File: src/rtl/sserial_pkg.sv
package sserial_pkg;

  // Strobes issued by the control path to the datapath, one cycle each.
  typedef struct packed {
    logic load;    // copy parallel byte into the shift register
    logic drive;   // present next output bit (falling serial edge)
    logic sample;  // capture input bit and shift (rising serial edge)
    logic finish;  // this sample completes the byte
  } sserial_strobe_t;

  typedef enum logic [1:0] {
    PIN_NONE = 2'd0,
    PIN_A    = 2'd1,
    PIN_B    = 2'd2
  } sserial_pin_e;

endpackage

File: src/rtl/sserial_pinroute.sv
module sserial_pinroute
  import sserial_pkg::*;
(
  input  logic cfgMaster,
  input  logic cfgBidir,
  input  logic cfgClkSync,
  input  logic txEn,
  input  logic rxEn,
  input  logic txBit,
  input  logic ioAIn,
  input  logic ioBIn,
  output logic ioAOut,
  output logic ioAOe,
  output logic ioBOut,
  output logic ioBOe,
  output logic rxBit,
  output logic rxActive
);

  logic bidirEff;
  logic swapped;
  logic txActive;
  sserial_pin_e txPin;
  sserial_pin_e rxPin;

  always_comb begin
    // Clock-synchronous select overrides both other routing bits.
    bidirEff = cfgBidir & ~cfgClkSync;
    swapped  = ~cfgClkSync & ~cfgBidir & ~cfgMaster;

    // Half-duplex rule: in one-pin mode transmit wins over receive.
    txActive = txEn;
    rxActive = rxEn & ~(bidirEff & txEn);

    txPin = swapped ? PIN_B : PIN_A;
    rxPin = (bidirEff | swapped) ? PIN_A : PIN_B;
    if (!txActive) txPin = PIN_NONE;
    if (!rxActive) rxPin = PIN_NONE;

    ioAOe  = (txPin == PIN_A);
    ioBOe  = (txPin == PIN_B);
    ioAOut = ioAOe & txBit;
    ioBOut = ioBOe & txBit;

    unique case (rxPin)
      PIN_A:   rxBit = ioAIn;
      PIN_B:   rxBit = ioBIn;
      default: rxBit = 1'b0;
    endcase
  end

endmodule

File: src/rtl/sserial_ctrl.sv
module sserial_ctrl
  import sserial_pkg::*;
#(
  parameter int DIV_RATIO = 4,
  parameter int BITS      = 8
) (
  input  logic            clk,
  input  logic            rstN,
  input  logic            cfgMaster,
  input  logic            start,
  input  logic            anyEn,
  input  logic            sckIn,
  output sserial_strobe_t strobe,
  output logic            sckGen,
  output logic            busy,
  output logic            done
);

  localparam int HALF = (DIV_RATIO / 2 < 1) ? 1 : DIV_RATIO / 2;
  localparam int CW   = (HALF > 1) ? $clog2(HALF) : 1;
  localparam int BCW  = $clog2(BITS + 1);
  localparam logic [CW-1:0]  HALF_END = CW'(HALF - 1);
  localparam logic [BCW-1:0] BIT_END  = BCW'(BITS - 1);

  logic [CW-1:0]  divCnt;
  logic [BCW-1:0] bitCnt;
  logic sckS1, sckS2, sckS3;
  logic halfTick, slvFall, slvRise;

  always_comb begin
    halfTick = busy & cfgMaster & (divCnt == HALF_END);
    slvFall  = busy & ~cfgMaster & sckS3 & ~sckS2;
    slvRise  = busy & ~cfgMaster & ~sckS3 & sckS2;

    strobe.load   = ~busy & start & anyEn;
    strobe.drive  = (halfTick & sckGen) | slvFall;
    strobe.sample = (halfTick & ~sckGen) | slvRise;
    strobe.finish = strobe.sample & (bitCnt == BIT_END);
  end

  always_ff @(posedge clk or negedge rstN) begin
    if (!rstN) begin
      sckS1  <= 1'b1;
      sckS2  <= 1'b1;
      sckS3  <= 1'b1;
      sckGen <= 1'b1;
      divCnt <= '0;
      bitCnt <= '0;
      busy   <= 1'b0;
      done   <= 1'b0;
    end else begin
      sckS1 <= sckIn;
      sckS2 <= sckS1;
      sckS3 <= sckS2;
      done  <= 1'b0;
      if (!busy) begin
        sckGen <= 1'b1;
        divCnt <= '0;
        bitCnt <= '0;
        if (strobe.load) busy <= 1'b1;
      end else begin
        if (cfgMaster) begin
          if (halfTick) begin
            divCnt <= '0;
            sckGen <= ~sckGen;
          end else begin
            divCnt <= divCnt + 1'b1;
          end
        end
        if (strobe.sample) begin
          bitCnt <= bitCnt + 1'b1;
          if (strobe.finish) begin
            busy <= 1'b0;
            done <= 1'b1;
          end
        end
      end
    end
  end

endmodule

File: src/rtl/sserial_datapath.sv
module sserial_datapath
  import sserial_pkg::*;
#(
  parameter int BITS = 8
) (
  input  logic            clk,
  input  logic            rstN,
  input  sserial_strobe_t strobe,
  input  logic [BITS-1:0] txData,
  input  logic            rxBit,
  input  logic            rxActive,
  output logic            txBit,
  output logic [BITS-1:0] rxData
);

  logic [BITS-1:0] shiftReg;
  logic [BITS-1:0] shiftNext;

  always_comb shiftNext = {shiftReg[BITS-2:0], rxBit};

  always_ff @(posedge clk or negedge rstN) begin
    if (!rstN) begin
      shiftReg <= '0;
      txBit    <= 1'b0;
      rxData   <= '0;
    end else begin
      if (strobe.load)   shiftReg <= txData;
      if (strobe.drive)  txBit    <= shiftReg[BITS-1];
      if (strobe.sample) shiftReg <= shiftNext;
      if (strobe.finish && rxActive) rxData <= shiftNext;
    end
  end

endmodule

File: src/rtl/sync_serial_port.sv
module sync_serial_port
  import sserial_pkg::*;
#(
  parameter int DIV_RATIO = 4,
  parameter int BITS      = 8
) (
  input  logic            clk,
  input  logic            rstN,
  input  logic            cfgMaster,
  input  logic            cfgBidir,
  input  logic            cfgClkSync,
  input  logic            txEn,
  input  logic            rxEn,
  input  logic            start,
  input  logic [BITS-1:0] txData,
  output logic [BITS-1:0] rxData,
  output logic            done,
  output logic            busy,
  output logic            sckOut,
  output logic            sckOe,
  input  logic            sckIn,
  output logic            ioAOut,
  output logic            ioAOe,
  input  logic            ioAIn,
  output logic            ioBOut,
  output logic            ioBOe,
  input  logic            ioBIn
);

  sserial_strobe_t strobe;
  logic txBit;
  logic rxBit;
  logic rxActive;
  logic sckGen;

  sserial_ctrl #(.DIV_RATIO(DIV_RATIO), .BITS(BITS)) u_ctrl (
    .clk(clk), .rstN(rstN), .cfgMaster(cfgMaster), .start(start),
    .anyEn(txEn | rxEn), .sckIn(sckIn), .strobe(strobe),
    .sckGen(sckGen), .busy(busy), .done(done)
  );

  sserial_datapath #(.BITS(BITS)) u_data (
    .clk(clk), .rstN(rstN), .strobe(strobe), .txData(txData),
    .rxBit(rxBit), .rxActive(rxActive), .txBit(txBit), .rxData(rxData)
  );

  sserial_pinroute u_route (
    .cfgMaster(cfgMaster), .cfgBidir(cfgBidir), .cfgClkSync(cfgClkSync),
    .txEn(txEn), .rxEn(rxEn), .txBit(txBit), .ioAIn(ioAIn), .ioBIn(ioBIn),
    .ioAOut(ioAOut), .ioAOe(ioAOe), .ioBOut(ioBOut), .ioBOe(ioBOe),
    .rxBit(rxBit), .rxActive(rxActive)
  );

  assign sckOut = sckGen;
  assign sckOe  = cfgMaster;

endmodule

File: config.mk
export PLATFORM = sky130hd
export DESIGN_NAME = sync_serial_port
export DESIGN_NICKNAME = d
export VERILOG_FILES = /design/src/rtl/sserial_pkg.sv /design/src/rtl/sserial_pinroute.sv /design/src/rtl/sserial_ctrl.sv /design/src/rtl/sserial_datapath.sv /design/src/rtl/sync_serial_port.sv
export SDC_FILE = /design/constraint.sdc
export NUM_CORES = 1
export LEC_CHECK = 0
export BUFFER_PORTS_ARGS = -buffer_cell sky130_fd_sc_hd__buf_2
export CELL_PAD_IN_SITES_DETAIL_PLACEMENT = 0
export CELL_PAD_IN_SITES_GLOBAL_PLACEMENT = 1
export CORE_MARGIN = 2
export CORE_UTILIZATION = 35
export DETAILED_ROUTE_END_ITERATION = 10
export HOLD_SLACK_MARGIN = 0.02
export PLACE_DENSITY_LB_ADDON = 0.1
export SYNTH_ARGS = -nofsm -noshare
export SYNTH_HDL_FRONTEND = slang
export SYNTH_SLANG_ARGS = --single-unit
File: constraint.sdc
create_clock -name clk -period 2.2 [get_ports clk]
set_clock_uncertainty 0.05 [all_clocks]
set_input_delay 0.22 -clock clk [delete_from_list [all_inputs] [get_ports clk]]
set_output_delay 0.22 -clock clk [all_outputs]
set_load 0.01 [all_outputs]
==> metrics, run 1 <==
status completed; worst hold slack 0.168 ns; Rel. slew slack 59.0%; # IOs 35; total global routing overflow 0; Global Route Usage Sum 13.3%; syn_nets 116; Cells after DPL approximately 180; Layout area overhead 26.0%; share of async-settable or async-resettable flops after synthesis 100%; layout cells sized above 1 between 40 and 50%; worst setup path class flop to flop; Max Fanout on Critical Path 8; post-route cell area 0.00154 sq mm; Post-Synthesis Cells 96; RSZ-0062 raised after global routing no; layout net count 159; Vias/cell 4.80; biggest regs u_data.rxData (8), u_data.shiftReg (8), u_ctrl.bitCnt (4); FF+latch count, synth 28; CP Data Arrival Time 1.94 ns; buffers added on ports 34; # diodes 0; Starting Density 36.7%; register area share after synthesis 57.7%; core box area 0.00334 sq mm; Tmin final 1.77 ns; initial antenna violation count 0; Post-synth EDFFs 0; GP Congestion 0.699; Clk Latency, worst-skew pair 0.33 ns; Worst Tran Pin Value 0.615 ns; vias in the first global route 885; Final Hold Viols 0; CP Cell Sequence nor3b_2, o21ai_2, nor4_4, buf_4, mux2_2; Max Cap Viol 0; Lkg Pwr 0.735 nW; Avg WL per Cell about 13 um; fin util ~46%; Clk pin slew, worst setup/hold paths 0.16 ns; Power Density 1100 mW/mm^2; average size of a mapped cell 12.7 sq um; CTS buffer count 3; Critical Path Start Type flop; Synth area leaders dfrtp_1 49%, mux2_2 10%, dfstp_2 8.6%; clock root buffer clkbuf_4; Placed Area 0.00147 sq mm; CP Capture Type flop; peak supply drop 498 uV; clock sink count 28; Pre-antenna DRT Iters 4; CP peak stage delay approximately 0.57 ns; Finished Layout Cells approximately 180; setup TNS 0 ns; detailed-route via count between 800 and 900; worst min path class input port to flop; final WL 2420 um; Die Width between 60 and 70 um; Post-Syn Area 0.00122 sq mm; Unique masters post-synth 29; fin crit share 80.6%; clock buffer depth 2; Synth top area share 49.1%; Required @ worst endpoint 2.37 ns; Slew Viols, Final 0; postcts setup bufs 0; Detail Placement HPWL 1810 um; setup violators final 0; number of DRC markers in iteration 0 30; DIE AREA 0.00399 sq mm; Layout fillers 357; Synth area leader dfrtp_1; first-pass GRT wire length ~4100 um; Die Span Y 63.1 um; # DRC 0; Synth warnings 0; Primary FF master, synth dfrtp_1; slowest stage cell on the critical path dfstp_2; # rows 21; f_max 0.564 GHz; CTS tree yes; Post-DRT Antenna Nets 0; H-tree levels 1; largest net degree at the start of global routing 29
[placed cells by master, fill, tap and decap left out, drive strengths merged, types with 3 or more instances in the layout]
master,n
o211ai,3
inv,3
nand2,4
o22a,7
o21ai,5
dfrtp,24
dfstp,4
mux2,11
nor2,5
buf,39
clkbuf,3
o21a,7
[power breakdown]
part           switching, mW  total (mW)  internal, mW  leakage, nW
registers              0.139       0.838         0.699        0.336
logic                  0.243       0.525         0.281        0.371
clock network          0.150       0.334         0.184       0.0279
[per-layer routing]
layer	global-route usage [%]	vias to the layer above	part of all wire, %
li1	-	434	-
met1	18.2	433	48
met2	20.9	15	48
met3	2.14	2	2.8
met4	5.83	0	0.83
met5	0	-	0
[worst max-delay path: cells and delay by family (launching register included)]
kind	cells	cell delay (ns)
AOI/OAI and AO/OA	1	0.11
muxes	1	0.35
DFF	1	0.57
buffers and inverters	1	0.21
and+or+nand+nor	2	0.39
[synthesized netlist by cell type (2+ instances only)]
library cell / number
dfrtp_1: 24
mux2_2: 11
o21a_1: 7
o22a_1: 7
nor2_1: 5
dfstp_2: 4
nand2_1: 4
o21ai_0: 4
inv_1: 3
o211ai_1: 3
a21oi_1: 2
and3_1: 2
buf_4: 2
nor3_1: 2
o31ai_1: 2
[path summary, 6_finish.rpt]
path,from,end,slack [ns],cells past startpoint
worst min-delay path,txData[3],u_data.shiftReg[3],0.17,3
max in group asynchronous,rstN,u_data.rxData[0],1.32,2
worst max-delay path,u_ctrl.sckS2,u_data.rxData[0],0.43,5
min in group asynchronous,rstN,u_ctrl.bitCnt[1],0.37,2
worst min register to register,u_ctrl.sckS1,u_ctrl.sckS2,0.32,0
worst max register to register,u_ctrl.sckS2,u_data.rxData[0],0.43,5
[cells by family after synthesis]
| logic type | Yosys count | synth area share [%] |
|---|---|---|
| flip-flops | 28 | 57.7 |
| AO/OA/AOI/OAI | 27 | 16.3 |
| AND/OR/NAND/NOR | 20 | 10.1 |
| multiplexers | 12 | 10.9 |
| buffers and inverters | 6 | 2.56 |
| XOR/XNOR | 2 | 1.43 |
| adder cells (fa/ha/maj) | 1 | 1.02 |
[through the flow]
step,worst slack [ns],power (mW)
final,0.426,1.70
after global routing,0.335,1.83
after CTS,0.427,1.72
after detailed placement,0.450,1.38
after global placement,0.487,1.37
after floorplan,0.408,1.18
[final cells by class]
cell class	count	area [sq um]	area share (%)
clock buffer	3	22.5	1.46
clock inverter	1	30.0	1.95
inverter	3	11.3	0.731
multi-input combinational	62	487	31.6
sequential	28	706	45.8
tap	46	57.6	3.73
timing repair buffer	41	228	14.8
[timing repair]
action,in CTS,in global routing
resized for setup,0,0
hold endpoints to repair,25,0
hold buffers,2,0
(Power assumes the default switching activity.)
==> run 2: changes to the inputs <==
Clock period 2.2 ns to 1.5 ns, I/O delays scaled along.
==> run 2 against run 1 <==
Compared with the run above: final cell count is 5.4% higher; non-clock buffer count is 10 higher; combinational power increased by 85%; highest routed layer unchanged; critical path depth stayed put; the run now ends with setup timing left.
==> metrics, run 2 (same netlist as run 1, synthesis figures left out) <==
status finished with violations (was completed); failing checks setup timing; layout net count 169 (was 159); Lkg Pwr 0.786 nW (was 0.735 nW); Die Span Y 63.1 um (unchanged); first-pass GRT wire length 4600 um (was 4110 um); Pre-antenna DRT Iters 4 (unchanged); critical hold path startpoint txData[4] (was txData[3]); Cells after DPL 187 (was 178); commonest non-fill, non-tap cells in the layout 34 x buf_2, 24 x dfrtp_1, 13 x buf_4, 9 x mux2_2 (was 34 x buf_2, 24 x dfrtp_1, 11 x mux2_2, 7 x o22a_1, 7 x o21a_1); Starting Density 36.7% (unchanged); Rel. slew slack 59.9% (was 59.0%); dpl ws -0.254 ns (was 0.450 ns); setup violators final 21 (was 0); Int Pwr 1.71 mW (was 1.16 mW); Critical Path Start Type flop (unchanged); layout cells sized above 1 48.6% (was 44.2%); peak supply drop 595 uV (was 498 uV); DIE AREA 0.00399 sq mm (unchanged); # diodes 0 (unchanged); detailed-route via count 931 (was 884); # DRC 0 (unchanged); Required @ worst endpoint 1.68 ns (was 2.37 ns); GP Congestion 0.716 (was 0.699); CP Capture Type flop (unchanged); Layout area overhead 33.7% (was 26.0%); worst flop-to-flop path startpoint u_ctrl.sckS2 (unchanged); Tmin final 1.67 ns (was 1.77 ns); worst setup path class flop to flop (unchanged); initial antenna violation count 0 (unchanged); Global Route Usage Sum 15.0% (was 13.3%); CP Data Arrival Time 1.85 ns (was 1.94 ns); clock root buffer clkbuf_4 (unchanged); # rows 21 (unchanged); Clk Latency, worst-skew pair 0.32 ns (was 0.33 ns); final WL 2650 um (was 2420 um); Worst Tran Pin Value 0.602 ns (was 0.615 ns); number of DRC markers in iteration 0 17 (was 30); worst min path class input port to flop (unchanged); clock share of power 14.1% (was 19.7%); sequential share of power 47.7% (was 49.4%); sw frac 32.6% (was 31.4%); CP Cell Sequence nor3b_4, o21ai_4, nor4_4, buf_6, mux2_2 (was nor3b_2, o21ai_2, nor4_4, buf_4, mux2_2); Final Hold Viols 0 (unchanged); RSZ-0062 raised after global routing yes (was no); largest net degree at the start of global routing 29 (unchanged); CTS buffer count 3 (unchanged); f_max 0.597 GHz (was 0.564 GHz); worst setup margin -0.175 ns (was 0.426 ns); worst hold slack 0.106 ns (was 0.168 ns); Die Width 63.1 um (unchanged); Combinational Power Share 38.2% (was 30.9%); vias in the first global route 953 (was 885); commonest non-fill, non-tap cell in the layout buf_2 (unchanged); CP top delay family flip-flops (unchanged); clock sink count 28 (unchanged); number of buffers and inverters on the critical path 1 (unchanged); buffers added on ports 34 (unchanged); Max Fanout on Critical Path 8 (unchanged); Finished Layout Cells 194 (was 184); NetSw 828 uW (was 533 uW); core box area 0.00334 sq mm (unchanged); Critical Path Source u_ctrl.sckS2 (unchanged); H-tree levels 1 (unchanged); Layout fillers 338 (was 357); Vias/cell 4.80 (about the same); Max Cap Viol 0 (unchanged); slowest stage cell on the critical path dfstp_2 (unchanged); clock buffer depth 2 (unchanged); CTS tree yes (unchanged); Slew Viols, Final 0 (unchanged); Power Density 1550 mW/mm^2 (was 1100 mW/mm^2); Post-DRT Antenna Nets 0 (unchanged); # IOs 35 (unchanged); total global routing overflow 0 (unchanged); Clk pin slew, worst setup/hold paths 0.14 ns (was 0.16 ns); biggest regs u_data.rxData (8), u_data.shiftReg (8), u_ctrl.bitCnt (4) (unchanged); fin crit share 112% (was 80.6%); Avg WL per Cell 13.7 um (was 13.1 um); total power 2.54 mW (was 1.70 mW); Detail Placement HPWL 2060 um (was 1810 um); CP peak stage delay 0.56 ns (was 0.57 ns)
run 2: worst paths after layout:
kind / to / slack (ns) / depth (start not counted)
min in group asynchronous: u_ctrl.bitCnt[0] / 0.31 / 2
min reg2reg: u_ctrl.sckS2 / 0.32 / 0
max in group asynchronous: u_data.txBit / 0.70 / 2
max reg2reg: u_data.rxData[3] / -0.17 / 5
max: u_data.rxData[3] / -0.17 / 5
min: u_data.shiftReg[4] / 0.11 / 3
run 2: per-stage QoR:
stage          setup TNS [ns]  utilization (%)  area, sq um
6_report                -2.41             49.0         1640
2_1_floorplan           -4.33                -         1220
3_5_place_dp            -3.26             46.0         1540
5_1_grt                 -4.48             49.0         1640
4_1_cts                 -2.62             48.9         1630
3_3_place_gp            -2.36             46.0         1540
run 2: routing by layer:
| layer | wire length [um] | vias up | track usage, % |
|---|---|---|---|
| met3 | 86 | 5 | 3.21 |
| met4 | 39 | 0 | 5.00 |
| met2 | 1400 | 14 | 25.8 |
| li1 | - | 454 | - |
| met1 | 1130 | 458 | 18.8 |
| met5 | 0 | - | 0 |
run 2: area by class of cell:
type	count	area (sq um)	area share (%)
multi-input combinational	62	515	31.5
tap	46	57.6	3.52
inverter	3	11.3	0.688
sequential	28	706	43.1
clock buffer	4	36.3	2.22
timing repair buffer	51	310	19.0
run 2: what timing repair did:
item	4_1_cts	5_1_grt
hold buffers	2	0
gates resized for setup	7	1
endpoints found under the hold margin	25	0
gates cloned	0	0
endpoints found under the setup margin	22	23
setup buffers	1	0
pin swaps	2	1
run 2: worst reg2reg max path, cell delays in order, from the launching register on:
cell and delay (ns):
dfstp_2 0.56, nor3b_4 0.21, o21ai_4 0.10, nor4_4 0.15, buf_6 0.18, mux2_2 0.34
run 2: power by group through the flow:
stage               Clock (mW)  Combinational (mW)  Sequential, mW
detailed placement           0               0.945            1.23
CTS                      0.375               0.992            1.22
finish                   0.358               0.969            1.21
global route             0.408                1.09            1.25
global placement             0               0.909            1.21
floorplan                    0               0.487            1.24
==> run 3: changes to the inputs <==
Settings changed: SETUP_SLACK_MARGIN set to 0.02.
==> run 3 against run 2 <==
Compared with the run above: the flow still finishes with violations (setup timing); sequential cell count is the same; final area rose by 4.6%; global-route usage stayed put; non-clock buffer count increased by 5; largest cell class unchanged; first-iteration DRC count is 41% higher; sequential share of layout area decreased by 1.9 points.
==> metrics, run 3 (same netlist as run 1, synthesis figures left out) <==
# rows 21 (unchanged); Final Hold Viols 0 (unchanged); Lkg Pwr 0.821 nW (was 0.786 nW); setup violators final 20 (was 21); Layout fillers 328 (was 338); core box area 0.00334 sq mm (unchanged); total global routing overflow 0 (unchanged); Die Width 63.1 um (unchanged); Power Density 1610 mW/mm^2 (was 1550 mW/mm^2); Required @ worst endpoint 1.67 ns (was 1.68 ns); largest net degree at the start of global routing 29 (unchanged); RSZ-0062 raised after global routing yes (unchanged); post-route cell area 0.00171 sq mm (was 0.00164 sq mm); layout cells sized above 1 51.6% (was 48.6%); Vias/cell 4.84 (was 4.80); buffers added on ports 34 (unchanged); dpl ws -0.238 ns (was -0.254 ns); commonest non-fill, non-tap cell in the layout buf_2 (unchanged); worst min path class input port to flop (unchanged); GP Congestion 0.767 (was 0.716); Starting Density 36.7% (unchanged); Slew Viols, Final 0 (unchanged); worst setup path class flop to flop (unchanged); DIE AREA 0.00399 sq mm (unchanged); CTS buffer count 3 (unchanged); f_max 0.601 GHz (was 0.597 GHz); failing checks setup timing (unchanged); Critical Path Start Type flop (unchanged); worst flop-to-flop path startpoint u_ctrl.sckS2 (unchanged); multi-input logic area 529 sq um (was 515 sq um); commonest non-fill, non-tap cells in the layout 34 x buf_2, 24 x dfrtp_1, 16 x buf_4, 8 x mux2_4 (was 34 x buf_2, 24 x dfrtp_1, 13 x buf_4, 9 x mux2_2); biggest regs u_data.rxData (8), u_data.shiftReg (8), u_ctrl.bitCnt (4) (unchanged); clock buffer depth 2 (unchanged); initial antenna violation count 0 (unchanged); status finished with violations (unchanged); Clk pin slew, worst setup/hold paths 0.16 ns (was 0.14 ns); Die Span Y 63.1 um (unchanged); fin crit share 111% (was 112%); clock root buffer clkbuf_4 (unchanged); vias in the first global route 1001 (was 953); number of DRC markers in iteration 0 24 (was 17); first-pass GRT wire length 4710 um (was 4600 um); CTS tree yes (unchanged); Clk Latency, worst-skew pair 0.34 ns (was 0.32 ns); Tmin final 1.67 ns (about the same); layout net count 174 (was 169); Pre-antenna DRT Iters 3 (was 4); Rel. slew slack 59.3% (was 59.9%); Detail Placement HPWL 1910 um (was 2060 um); # diodes 0 (unchanged); Max Fanout on Critical Path 8 (unchanged); Layout area overhead 39.9% (was 33.7%); CP Data Arrival Time 1.84 ns (was 1.85 ns); detailed-route via count 963 (was 931); Global Route Usage Sum 15.0% (unchanged); Placed Area 0.00155 sq mm (was 0.00154 sq mm); CP Capture Type flop (unchanged); # DRC 0 (unchanged); H-tree levels 1 (unchanged); Critical Path Source u_ctrl.sckS2 (unchanged); peak supply drop 933 uV (was 595 uV); worst setup margin -0.165 ns (was -0.175 ns); Worst Tran Pin Value 0.611 ns (was 0.602 ns); Avg WL per Cell 13.6 um (was 13.7 um); critical hold path startpoint txData[3] (was txData[4]); # IOs 35 (unchanged); Max Cap Viol 0 (unchanged); Reg area 706 sq um (unchanged); final WL 2710 um (was 2650 um); Post-DRT Antenna Nets 0 (unchanged); setup TNS -2.17 ns (was -2.41 ns); clock sink count 28 (unchanged)
## run 3: cell types whose count changed in the layout (fill, tap and decap cells not counted), sizes merged
cell	change
buf	+5
bufinv	+1
clkbuf	-1
## run 3: final timing paths
path	to	slack (ns)	depth (start not counted)
max in group asynchronous	u_ctrl.busy	0.70	2
worst min-delay path	u_data.shiftReg[3]	0.09	3
worst max register to register	u_data.rxData[1]	-0.17	5
worst max-delay path	u_data.rxData[1]	-0.17	5
min in group asynchronous	u_data.shiftReg[3]	0.29	2
worst min register to register	u_ctrl.sckS2	0.32	0
## run 3: cell type report
cell class              instances  share of cell area, %
clock buffers                   3                   1.32
multi-input cells              62                   30.9
well taps                      46                   3.36
inverters                       3                  0.658
repair buffers                 56                   20.8
clock inverters                 1                   1.75
flip-flops and latches         28                   41.2
## run 3: stage by stage
step                utilization (%)  hold slack [ns]  power [mW]  cells
detailed placement             46.5            0.155        2.15    189
floorplan                         -           -0.196        1.73     96
finish                         51.3           0.0882        2.76    199
global route                   51.3           0.0785        2.97    199
global placement               46.5            0.156        2.13    189
CTS                            51.0           0.0886        2.76    198
## run 3: what timing repair did
item	in CTS	in global routing
gates cloned	0	0
setup buffers	3	1
resized for setup	16	1
hold endpoints to repair	25	0
hold buffers	2	0
endpoints found under the setup margin	20	21
pin swaps	14	2
## run 3: power breakdown
group          total, mW  internal [mW]  switching (mW)
clock network      0.498          0.270           0.227
logic               1.05          0.601           0.451
registers           1.21           1.02           0.188
total               2.76           1.90           0.866
## run 3: metal layers
metal	track usage [%]	vias to the layer above	part of all wire, %
met1	19.0	486	44
met2	26.3	13	52
met5	0	-	0
li1	-	462	-
met3	3.21	2	2.8
met4	3.33	0	0.66
## run 3: critical path, stage by stage (launching register included)
cell and delay, ns:
dfstp_2 0.57, nor3b_2 0.17, o21ai_2 0.10, nor4_4 0.15, buf_6 0.20, mux2_4 0.31
